File: config.mk
export PLATFORM = sky130hd
export DESIGN_NAME = alpha_loop_ctl
export DESIGN_NICKNAME = d
export VERILOG_FILES = /design/src/rtl/alpha_pkg.sv /design/src/rtl/alpha_sync.sv /design/src/rtl/opc_stepper.sv /design/src/rtl/alpha_filter.sv /design/src/rtl/alpha_loop_ctl.sv
export SDC_FILE = /design/constraint.sdc
export NUM_CORES = 1
export LEC_CHECK = 0
export CORE_MARGIN = 4
export CORE_UTILIZATION = 34
export DETAILED_ROUTE_END_ITERATION = 10
export PLACE_DENSITY_LB_ADDON = 0.1
export SKIP_CTS_REPAIR_TIMING = 1
export SYNTH_ARGS = -nofsm -noshare
export SYNTH_HDL_FRONTEND = slang
export SYNTH_SLANG_ARGS = --single-unit
export TNS_END_PERCENT = 50
File: constraint.sdc
create_clock -name clk -period 19 [get_ports clk]
set_input_delay 4.75 -clock clk [delete_from_list [all_inputs] [get_ports clk]]
set_output_delay 4.75 -clock clk [all_outputs]
set_load 0.02 [all_outputs]
File: src/rtl/alpha_pkg.sv
package alpha_pkg;
  parameter int unsigned SMP_W_D  = 8;
  parameter int unsigned IG_W_D   = 4;
  parameter int unsigned LG_W_D   = 4;
  parameter int unsigned SP_W_D   = 12;
  parameter int unsigned CORR_W_D = 16;
  parameter int unsigned CNT_W_D  = 6;
  parameter int unsigned SHIFT_D  = 2;
  parameter int unsigned SYNC_D   = 2;

  typedef enum logic {
    AEZ_HOLD_ERR = 1'b0,
    AEZ_ZERO_SP  = 1'b1
  } aez_mode_e;
endpackage

File: src/rtl/alpha_sync.sv
module alpha_sync #(
  parameter int unsigned STAGES = 2
) (
  input  logic clk,
  input  logic rst_n,
  input  logic d,
  output logic q
);
  logic [STAGES-1:0] chain_q;
  logic [STAGES-1:0] chain_d;

  generate
    if (STAGES == 1) begin : g_one
      always_comb chain_d = d;
    end else begin : g_many
      always_comb chain_d = {chain_q[STAGES-2:0], d};
    end
  endgenerate

  always_ff @(posedge clk or negedge rst_n) begin
    if (!rst_n) chain_q <= '0;
    else        chain_q <= chain_d;
  end

  assign q = chain_q[STAGES-1];
endmodule

File: src/rtl/opc_stepper.sv
module opc_stepper #(
  parameter int unsigned SP_W  = 12,
  parameter int unsigned CNT_W = 6
) (
  input  logic                    clk,
  input  logic                    rst_n,
  input  logic                    enable,
  input  logic                    strobe_lvl,
  input  logic signed [SP_W-1:0]  start_val,
  input  logic signed [SP_W-1:0]  incr,
  input  logic        [CNT_W-1:0] max_adv,
  output logic signed [SP_W-1:0]  value
);
  logic signed [SP_W-1:0]  val_q, val_d;
  logic        [CNT_W-1:0] cnt_q, cnt_d;
  logic                    last_q;
  logic                    adv;

  always_comb begin
    adv   = strobe_lvl & ~last_q;
    val_d = val_q;
    cnt_d = cnt_q;
    if (!enable) begin
      val_d = start_val;
      cnt_d = '0;
    end else if (adv && (cnt_q < max_adv)) begin
      val_d = val_q + incr;
      cnt_d = cnt_q + 1'b1;
    end
  end

  always_ff @(posedge clk or negedge rst_n) begin
    if (!rst_n) begin
      val_q  <= '0;
      cnt_q  <= '0;
      last_q <= 1'b0;
    end else begin
      val_q  <= val_d;
      cnt_q  <= cnt_d;
      last_q <= strobe_lvl;
    end
  end

  assign value = val_q;
endmodule

File: src/rtl/alpha_filter.sv
module alpha_filter #(
  parameter int unsigned SMP_W  = 8,
  parameter int unsigned IG_W   = 4,
  parameter int unsigned LG_W   = 4,
  parameter int unsigned SP_W   = 12,
  parameter int unsigned CORR_W = 16,
  parameter int unsigned SHIFT  = 2
) (
  input  logic                     clk,
  input  logic                     rst_n,
  input  logic                     smp_valid,
  input  logic signed [SMP_W-1:0]  smp_code,
  input  logic        [IG_W-1:0]   in_gain,
  input  logic        [LG_W-1:0]   loop_gain,
  input  logic signed [SP_W-1:0]   setpoint,
  input  logic                     hold_err,
  input  logic                     zero_sp,
  input  logic signed [CORR_W-1:0] corr_min,
  input  logic signed [CORR_W-1:0] corr_max,
  output logic signed [CORR_W-1:0] corr,
  output logic                     clamp_now,
  output logic                     at_limit
);
  localparam int unsigned SC_W   = SMP_W + IG_W + 1;
  localparam int unsigned ERR_W  = ((SP_W > SC_W) ? SP_W : SC_W) + 1;
  localparam int unsigned PROD_W = ERR_W + LG_W + 1;
  localparam int unsigned ACC_W  = ((CORR_W > PROD_W) ? CORR_W : PROD_W) + 1;

  logic signed [SC_W-1:0]   scaled;
  logic signed [SP_W-1:0]   sp_eff;
  logic signed [ERR_W-1:0]  err;
  logic signed [PROD_W-1:0] prod;
  logic signed [PROD_W-1:0] delta;
  logic signed [ACC_W-1:0]  acc;
  logic signed [CORR_W-1:0] corr_q, corr_d;
  logic                     lim_q;

  always_comb begin
    scaled = SC_W'(smp_code) * $signed(SC_W'(in_gain));
    sp_eff = zero_sp ? '0 : setpoint;
    err    = hold_err ? '0 : (ERR_W'(sp_eff) - ERR_W'(scaled));
    prod   = PROD_W'(err) * $signed(PROD_W'(loop_gain));
    delta  = prod >>> SHIFT;
    acc    = ACC_W'(corr_q) + ACC_W'(delta);
    clamp_now = 1'b1;
    if (acc > ACC_W'(corr_max)) begin
      corr_d = corr_max;
    end else if (acc < ACC_W'(corr_min)) begin
      corr_d = corr_min;
    end else begin
      corr_d    = CORR_W'(acc);
      clamp_now = 1'b0;
    end
  end

  always_ff @(posedge clk or negedge rst_n) begin
    if (!rst_n) begin
      corr_q <= '0;
      lim_q  <= 1'b0;
    end else if (smp_valid) begin
      corr_q <= corr_d;
      lim_q  <= clamp_now;
    end
  end

  assign corr     = corr_q;
  assign at_limit = lim_q;
endmodule

File: src/rtl/alpha_loop_ctl.sv
module alpha_loop_ctl
  import alpha_pkg::*;
#(
  parameter int unsigned SMP_W  = SMP_W_D,
  parameter int unsigned IG_W   = IG_W_D,
  parameter int unsigned LG_W   = LG_W_D,
  parameter int unsigned SP_W   = SP_W_D,
  parameter int unsigned CORR_W = CORR_W_D,
  parameter int unsigned CNT_W  = CNT_W_D,
  parameter int unsigned SHIFT  = SHIFT_D,
  parameter int unsigned SYNC   = SYNC_D
) (
  input  logic                     clk,
  input  logic                     rst_n,
  input  logic                     smp_valid,
  input  logic signed [SMP_W-1:0]  smp_code,
  input  logic        [IG_W-1:0]   in_gain,
  input  logic        [LG_W-1:0]   loop_gain,
  input  logic                     sp_sel,
  input  logic signed [SP_W-1:0]   sp_reg,
  input  logic signed [SP_W-1:0]   step_start,
  input  logic signed [SP_W-1:0]   step_size,
  input  logic        [CNT_W-1:0]  step_limit,
  input  logic                     opc_strobe,
  input  logic                     aez,
  input  logic                     aez_mode,
  input  logic signed [CORR_W-1:0] corr_min,
  input  logic signed [CORR_W-1:0] corr_max,
  input  logic                     clamp_irq_en,
  input  logic                     clamp_clr,
  output logic signed [SP_W-1:0]   sp_active,
  output logic signed [CORR_W-1:0] corr,
  output logic                     at_limit,
  output logic                     clamp_sticky,
  output logic                     irq
);
  logic                   opc_lvl;
  logic                   aez_lvl;
  logic signed [SP_W-1:0] step_val;
  logic                   hold_err;
  logic                   zero_sp;
  logic                   clamp_now;
  logic                   sticky_q, sticky_d;

  alpha_sync #(.STAGES(SYNC)) u_sync_opc (
    .clk(clk), .rst_n(rst_n), .d(opc_strobe), .q(opc_lvl)
  );

  alpha_sync #(.STAGES(SYNC)) u_sync_aez (
    .clk(clk), .rst_n(rst_n), .d(aez), .q(aez_lvl)
  );

  opc_stepper #(.SP_W(SP_W), .CNT_W(CNT_W)) u_step (
    .clk(clk), .rst_n(rst_n), .enable(sp_sel), .strobe_lvl(opc_lvl),
    .start_val(step_start), .incr(step_size), .max_adv(step_limit),
    .value(step_val)
  );

  always_comb begin
    sp_active = sp_sel ? step_val : sp_reg;
    hold_err  = aez_lvl && (aez_mode == AEZ_HOLD_ERR);
    zero_sp   = aez_lvl && (aez_mode == AEZ_ZERO_SP);
  end

  alpha_filter #(
    .SMP_W(SMP_W), .IG_W(IG_W), .LG_W(LG_W), .SP_W(SP_W),
    .CORR_W(CORR_W), .SHIFT(SHIFT)
  ) u_filt (
    .clk(clk), .rst_n(rst_n), .smp_valid(smp_valid), .smp_code(smp_code),
    .in_gain(in_gain), .loop_gain(loop_gain), .setpoint(sp_active),
    .hold_err(hold_err), .zero_sp(zero_sp), .corr_min(corr_min),
    .corr_max(corr_max), .corr(corr), .clamp_now(clamp_now),
    .at_limit(at_limit)
  );

  always_comb begin
    sticky_d = sticky_q;
    if (clamp_clr)                sticky_d = 1'b0;
    if (smp_valid && clamp_now)   sticky_d = 1'b1;
  end

  always_ff @(posedge clk or negedge rst_n) begin
    if (!rst_n) sticky_q <= 1'b0;
    else        sticky_q <= sticky_d;
  end

  assign clamp_sticky = sticky_q;
  assign irq          = sticky_q & clamp_irq_en;
endmodule

==> results.txt, run 1 <==
Status -> finished clean
Wire length of the first global-routing pass -> 35200 microns
Total Wirelength -> 21100 microns
Highest metal used -> met4
Slew @ Worst Pin -> 1.03 ns
Number of antenna-violating nets in the routed design -> 0
Number of sinks on the clock net -> 41
Final-report hold violation count -> 0
H-tree Lvls -> 2
TritonCTS clock tree -> yes
Global routing usage summed across all routing layers -> 16.1%
Final setup violation count -> 0
Clock latency on the worst-skew pair -> 0.29 ns
Final worst path period need -> 15.49 ns
CP top delay family -> adder cells
Number of global-route vias before repair -> 7083
Nets@finish -> 1412
Row count -> 56
Core Box Area -> 0.0235 sq mm
Die Outline Area -> 0.0265 sq mm
Synth unique cells -> 63
Final-report max-slew violation count -> 0
Top library cells by usage in the layout, fill and taps aside -> sky130_fd_sc_hd__inv_1 (167), sky130_fd_sc_hd__ha_1 (130), sky130_fd_sc_hd__clkdlybuf4s50_1 (128)
Effective utilization at floorplan -> 34.6%
Area growth syn-to-layout -> 21.6%
Maximum number of pins on one net before global-route repair -> 44
Critical path startpoint category -> input pin
R2R setup slack -> 8.58 ns
CTS Buf Count -> 5
RD Place Congestion -> 0.861
Drt initial violations -> 271
Fraction of final layout cells sized beyond drive strength 1 -> 3.11%
Slowest CP cell -> sky130_fd_sc_hd__nand2_1
Placed wire-length estimate after detailed placement -> 18000 microns
Proportion of synthesized chip area in sequential cells -> 12.6%
Flops & latches, synth -> 41
DRC violations left -> 0
Number of nets produced by synthesis -> 1298
Number of top-level design ports -> 130
Sum of met2 wire segment lengths after detailed routing -> 10000 microns
Final worst path period share -> 81.6%
Bufs and invs on worst path -> 7
Largest fanout of any net on the critical path -> 23
Mean cell area of the mapped netlist -> 8.04 sq um
Number of vias after detailed routing -> 6944
Proportion of register bits with asynchronous set or reset after synthesis -> 100%
Leading cell type in the layout, fill and taps excluded -> sky130_fd_sc_hd__inv_1
Root cell of the clock tree -> sky130_fd_sc_hd__clkbuf_16
CP endpoint kind -> register
Initial antenna violation count -> 0
DIE WIDTH -> 163 microns
Hold WC Path Type -> reg2reg
Routed wire length per instance -> 14.6 microns
Number of instances in the synthesized netlist -> 1012
Normalized max-slew margin -> 31.6%
Category of the critical setup timing path -> in2reg
Die Y -> 163 microns
PortBufs -> 129
Data required time of the worst path -> 19.17 ns
Setup repair after global routing missed its margin -> no
Maximum operating frequency -> 64.5 MHz
Arrival time worst endpoint -> 15.67 ns
Sum of met3 wire segment lengths after detailed routing -> 1200 microns
Post-Syn Area -> 0.00813 sq mm
Max-Cap Viols -> 0
Clock Skews -> 0.00810 ns
Vias per Instance -> 4.80
CTS clk-pin slew, worst paths -> 0.07 ns
Number of inserted diodes -> 0
Prevailing post-synth register cell -> sky130_fd_sc_hd__dfrtp_1
Iteration count of the initial detailed-routing pass -> 4
Number of enable-type register cells in the synthesized netlist -> 0
Wire length on met1 -> 9880 microns
Total negative slack for setup checks -> 0 ns
Clock tree buffer depth -> 2
Global route total overflow -> 0
Synth Warn # -> 0
Delay contributed by the slowest stage of the critical path -> 0.63 ns
stage by stage:
stage          worst slack, ns  cells  util [%]  area (sq um)  hold WS (ns)
6_report                  3.51   1446      42.1          9880         0.357
5_1_grt                   2.56   1446      42.1          9880         0.368
4_1_cts                   3.50   1446      42.1          9880         0.361
3_5_place_dp              3.23   1438      41.5          9730         0.343
3_3_place_gp              3.33   1438      41.5          9730         0.335
2_1_floorplan             5.16   1012         -          8130         0.331
sequential cells by signal, indices dropped and copies added, names as in the netlist:
signal / flops
u_step.value: 12
u_step.last_q: 1
u_filt.at_limit: 1
clamp_sticky: 1
u_filt.corr: 16
u_sync_aez.chain_q: 2
u_step.cnt_q: 6
u_sync_opc.chain_q: 2
worst paths after layout:
| path | cells after the start | startpoint | endpoint |
|---|---|---|---|
| worst max-delay path | 46 | in_gain[0] | u_filt.corr[15]$_DFFE_PN0P_ |
| min in group asynchronous | 1 | rst_n | u_step.value[4]$_DFFE_PN0P_ |
| worst max register to register | 43 | u_sync_aez.chain_q[1]$_DFF_PN0_ | u_filt.corr[15]$_DFFE_PN0P_ |
| max in group asynchronous | 1 | rst_n | u_filt.corr[8]$_DFFE_PN0P_ |
| worst min-delay path | 0 | u_sync_opc.chain_q[0]$_DFF_PN0_ | u_sync_opc.chain_q[1]$_DFF_PN0_ |
| worst min register to register | 0 | u_sync_opc.chain_q[0]$_DFF_PN0_ | u_sync_opc.chain_q[1]$_DFF_PN0_ |
cell families after synthesis:
kind of cell               count (synthesis)  share of synthesized area [%]
AOI/OAI and AO/OA                        203                           16.4
xor gates and xnor gates                  54                           5.82
adders and majority gates                187                           34.0
buffers and inverters                    192                           8.96
DFF                                       41                           12.6
muxes                                     23                           3.06
and+or+nand+nor                          312                           19.1
synthesized netlist by cell type, drive strengths merged, types with 21 or more instances:
master    n  area, sq um
inv     167          627
ha      130         1630
nand2    80          300
nor2     70          268
and2     68          425
fa       57         1140
a21oi    54          270
dfrtp    41         1030
o21ai    41          205
xnor2    34          298
nor3     23          115
clkbuf   21         78.8
worst register-to-register path: cells and delay by family (launching register included):
| kind | cells | cell delay (ns) |
|---|---|---|
| compound gates | 14 | 2.54 |
| simple gates | 14 | 2.89 |
| fa+ha+maj | 9 | 3.64 |
| buf+inv | 3 | 0.42 |
| flops | 1 | 0.41 |
| xor+xnor | 3 | 0.43 |
per-layer routing:
layer | up-vias | track usage, %
li1 | 3614 | -
met1 | 3195 | 21.4
met2 | 129 | 28.0
met3 | 6 | 3.64
met4 | 0 | 1.07
met5 | - | 0
cell type report:
type	instances	area, sq um
Fill cell	2457	13600
Multi-Input combinational cell	779	6380
Timing Repair Buffer	131	1300
Sequential cell	41	1030
Inverter	168	631
Tap cell	319	399
Clock buffer	5	125
Clock inverter	3	25.0
Power of run 1 is not shown: default switching activity piles up to over one toggle a cycle in this logic, so the estimate is an artifact.
==> run 2: changes to the inputs <==
clock period = 13.9 ns   (was 19 ns; I/O delays follow)
==> results.txt, run 2 (same netlist as run 1, synthesis figures left out) <==
TritonCTS clock tree -> yes
Layout filler cell count -> 2439
Critical path startpoint category -> input pin
Clock tree buffer depth -> 2
Wire length of the first global-routing pass -> 35100 microns
Slew @ Worst Pin -> 1.01 ns
Data required time of the worst path -> 14.08 ns
Initial antenna violation count -> 0
Status -> finished clean
Vias per Instance -> 4.72
Global routing usage summed across all routing layers -> 16.0%
CP endpoint kind -> register
Number of sinks on the clock net -> 41
Total Wirelength -> 21000 microns
Hold WC Path Type -> reg2reg
Arrival time worst endpoint -> 13.46 ns
Final worst path period share -> 95.5%
Routed wire length per instance -> 14.4 microns
Final-report hold violation count -> 0
Clock Skews -> 0.00432 ns
Area growth syn-to-layout -> 23.1%
DIE WIDTH -> 163 microns
Worst Setup Slack, final -> 0.620 ns
Maximum number of pins on one net before global-route repair -> 43
Largest fanout of any net on the critical path -> 8
Number of antenna-violating nets in the routed design -> 0
Number of vias after detailed routing -> 6888
Row count -> 56
Root cell of the clock tree -> sky130_fd_sc_hd__clkbuf_16
Final worst path period need -> 13.28 ns
Global route total overflow -> 0
Drt initial violations -> 208
Placed wire-length estimate after detailed placement -> 18100 microns
Final-report max-slew violation count -> 0
Iteration count of the initial detailed-routing pass -> 4
Seq. cell area -> 0.00103 sq mm
Max-Cap Viols -> 0
Fraction of final layout cells sized beyond drive strength 1 -> 4.39%
CTS clk-pin slew, worst paths -> 0.07 ns
Area used by multi-input combinational logic -> 0.00638 sq mm
Nets@finish -> 1425
Slowest CP cell -> sky130_fd_sc_hd__fa_1
Die Y -> 163 microns
H-tree Lvls -> 2
Category of the critical setup timing path -> in2reg
Delay contributed by the slowest stage of the critical path -> 0.53 ns
DRC violations left -> 0
Number of inserted diodes -> 0
Leading cell type in the layout, fill and taps excluded -> sky130_fd_sc_hd__inv_1
Effective utilization at floorplan -> 34.6%
Worst setup slack before clock tree synthesis -> 0.0541 ns
Instance count along the most critical hold path -> 0
Path depth of the worst reg2reg path -> 43
Number of top-level design ports -> 130
PortBufs -> 129
Top library cells by usage in the layout, fill and taps aside -> sky130_fd_sc_hd__inv_1 (167), sky130_fd_sc_hd__ha_1 (130), sky130_fd_sc_hd__clkdlybuf4s50_1 (127)
Largest register FFs -> 16
Core Box Area -> 0.0235 sq mm
Maximum operating frequency -> 75.3 MHz
Number of global-route vias before repair -> 7066
CTS Buf Count -> 5
RD Place Congestion -> 0.847
Clock latency on the worst-skew pair -> 0.29 ns
Final hold slack -> 0.350 ns
Final setup violation count -> 0
Die Outline Area -> 0.0265 sq mm
Normalized max-slew margin -> 33.0%
## run 2: cell type report
type | instances | area share (%)
clock buffers | 5 | 1.25
well taps | 319 | 3.99
flip-flops and latches | 41 | 10.3
multi-input cells | 779 | 63.8
inverters | 168 | 6.30
clock inverters | 3 | 0.288
repair buffers | 144 | 14.1
## run 2: final timing paths
kind	start	to	slack, ns
min reg2reg	u_sync_aez.chain_q[0]$_DFF_PN0_	u_sync_aez.chain_q[1]$_DFF_PN0_	0.35
max reg2reg	u_step.value[2]$_DFFE_PN0P_	u_filt.corr[6]$_DFFE_PN0P_	4.43
min	u_sync_aez.chain_q[0]$_DFF_PN0_	u_sync_aez.chain_q[1]$_DFF_PN0_	0.35
min in group asynchronous	rst_n	u_step.value[4]$_DFFE_PN0P_	3.35
max in group asynchronous	rst_n	u_filt.corr[12]$_DFFE_PN0P_	9.92
max	in_gain[2]	u_filt.corr[6]$_DFFE_PN0P_	0.62
## run 2: stage by stage
step | TNS [ns] | cell area, sq um | util, % | cells
CTS | 0 | 9990 | 42.6 | 1458
detailed placement | 0 | 9840 | 41.9 | 1450
global placement | 0 | 9840 | 41.9 | 1450
floorplan | 0 | 8130 | - | 1012
finish | 0 | 10000 | 42.6 | 1459
global route | -0.00350 | 10000 | 42.6 | 1459
## run 2: worst max-delay path: cells and delay by family
family | cells | cell delay [ns]
adders and majority gates | 11 | 4.45
buffers and inverters | 8 | 1.10
xor gates and xnor gates | 2 | 0.36
and+or+nand+nor | 11 | 1.89
AOI/OAI and AO/OA | 12 | 2.16
## run 2: routing by layer
| metal | vias up | track usage [%] | part of all wire (%) |
|---|---|---|---|
| met5 | - | 0 | 0 |
| met4 | 0 | 1.03 | 0.35 |
| met3 | 4 | 3.42 | 5.1 |
| met2 | 119 | 28.3 | 47 |
| met1 | 3123 | 21.1 | 47 |
| li1 | 3642 | - | - |
Power of run 2 is left out for the same reason.
==> run 3: changes to the inputs <==
CAP_MARGIN = 5   (was default)
DONT_BUFFER_PORTS = 1   (was default)
SETUP_SLACK_MARGIN = 0.3   (was default)
==> results.txt, run 3 (same netlist as run 1, synthesis figures left out) <==
DIE WIDTH -> 163 microns
Nets@finish -> 1285
Initial antenna violation count -> 2
Setup repair after global routing missed its margin -> yes
Final core occ -> 36.8%
Category of the critical setup timing path -> in2reg
Largest fanout of any net on the critical path -> 12
Leading cell type in the layout, fill and taps excluded -> sky130_fd_sc_hd__inv_1
Slowest CP cell -> sky130_fd_sc_hd__fa_1
Clock Skews -> 0.0103 ns
Number of standard cells in the layout, taps in and fillers out -> 1319
Final worst path period need -> 12.90 ns
H-tree Lvls -> 2
Final design area excluding fillers -> 0.00864 sq mm
Max-Cap Viols -> 0
Vias per Instance -> 4.88
Drt initial violations -> 209
Clock tree buffer depth -> 2
Placement-stage cell area -> 0.00845 sq mm
Clock latency on the worst-skew pair -> 0.29 ns
Placed wire-length estimate after detailed placement -> 17900 microns
Status -> finished clean
Number of sinks on the clock net -> 41
Wire length of the first global-routing pass -> 34300 microns
Data required time of the worst path -> 14.11 ns
Global routing usage summed across all routing layers -> 15.7%
DRC violations left -> 0
CTS clk-pin slew, worst paths -> 0.07 ns
Delay contributed by the slowest stage of the critical path -> 0.54 ns
Die Y -> 163 microns
Final setup violation count -> 0
Maximum operating frequency -> 77.5 MHz
Final-report hold violation count -> 0
Top library cells by usage in the layout, fill and taps aside -> sky130_fd_sc_hd__inv_1 (167), sky130_fd_sc_hd__ha_1 (130), sky130_fd_sc_hd__nand2_1 (79)
Root cell of the clock tree -> sky130_fd_sc_hd__clkbuf_16
Area growth syn-to-layout -> 6.20%
Maximum number of pins on one net before global-route repair -> 44
CP endpoint kind -> register
Core Box Area -> 0.0235 sq mm
Total negative slack for setup checks -> 0 ns
Routed wire length per instance -> 15.7 microns
R2R setup slack -> 4.11 ns
Fraction of final layout cells sized beyond drive strength 1 -> 4.20%
RD Place Congestion -> 0.817
Critical path startpoint category -> input pin
Slew @ Worst Pin -> 0.700 ns
Die Outline Area -> 0.0265 sq mm
Number of inserted diodes -> 0
Final-report max-slew violation count -> 0
Largest register FFs -> 16
Number of top-level design ports -> 130
Cell count after placement -> 1309
CTS Buf Count -> 5
Total Wirelength -> 20700 microns
Arrival time worst endpoint -> 13.11 ns
Hold WC Path Type -> reg2reg
Number of antenna-violating nets in the routed design -> 0
Normalized max-slew margin -> 53.3%
Number of vias after detailed routing -> 6438
Final worst path period share -> 92.8%
Row count -> 56
Global route total overflow -> 0
TritonCTS clock tree -> yes
Number of global-route vias before repair -> 6644
PortBufs -> 0
Effective utilization at floorplan -> 34.6%
Iteration count of the initial detailed-routing pass -> 5
Cell repeated most along the worst path -> sky130_fd_sc_hd__ha_1
[run 3: cell count changes in the layout (fill, tap and decap cells not counted), sizes merged]
cell	before	now
clkinvlp	0	1
buf	16	4
clkinv	1	2
dlymetal6s2s	1	0
inv	170	168
clkdlybuf4s50	127	0
[run 3: critical path: cells and delay by family]
kind	cells	cell delay [ns]
adder cells (fa/ha/maj)	11	4.49
AO/OA/AOI/OAI	12	1.97
XOR/XNOR	3	0.45
buffers and inverters	6	0.47
AND/OR/NAND/NOR	14	2.24
[run 3: per-layer routing]
metal | vias to the layer above | GRT usage, % | share of wire (%)
met3 | 6 | 4.40 | 7.0
met5 | - | 0 | 0.068
met4 | 4 | 0.381 | 0.092
met1 | 2913 | 20.5 | 46
met2 | 149 | 27.4 | 47
li1 | 3366 | - | -
[run 3: area by class of cell]
type	instances	area, sq um
clock inverters	3	25.0
multi-input cells	779	6400
flip-flops and latches	41	1030
fillers	2523	14800
clock buffers	5	125
inverters	168	631
repair buffers	4	30.0
well taps	319	399
[run 3: metrics by stage]
step / hold slack (ns) / setup WS (ns)
finish: 0.351 / 1.00
global route: 0.359 / 0.270
floorplan: 0.331 / 1.33
CTS: 0.352 / 0.661
global placement: 0.334 / 0.434
detailed placement: 0.336 / 0.362
[run 3: path summary, 6_finish.rpt]
path | from | end | depth (start not counted)
max in group asynchronous | rst_n | u_filt.corr[10]$_DFFE_PN0P_ | 0
min in group asynchronous | rst_n | u_step.value[3]$_DFFE_PN0P_ | 0
hold / removal | u_sync_aez.chain_q[0]$_DFF_PN0_ | u_sync_aez.chain_q[1]$_DFF_PN0_ | 0
setup / recovery | smp_code[2] | u_filt.corr[12]$_DFFE_PN0P_ | 46
setup reg to reg | u_step.value[2]$_DFFE_PN0P_ | u_filt.corr[12]$_DFFE_PN0P_ | 44
hold reg to reg | u_sync_aez.chain_q[0]$_DFF_PN0_ | u_sync_aez.chain_q[1]$_DFF_PN0_ | 0
Power of run 3 is left out for the same reason.
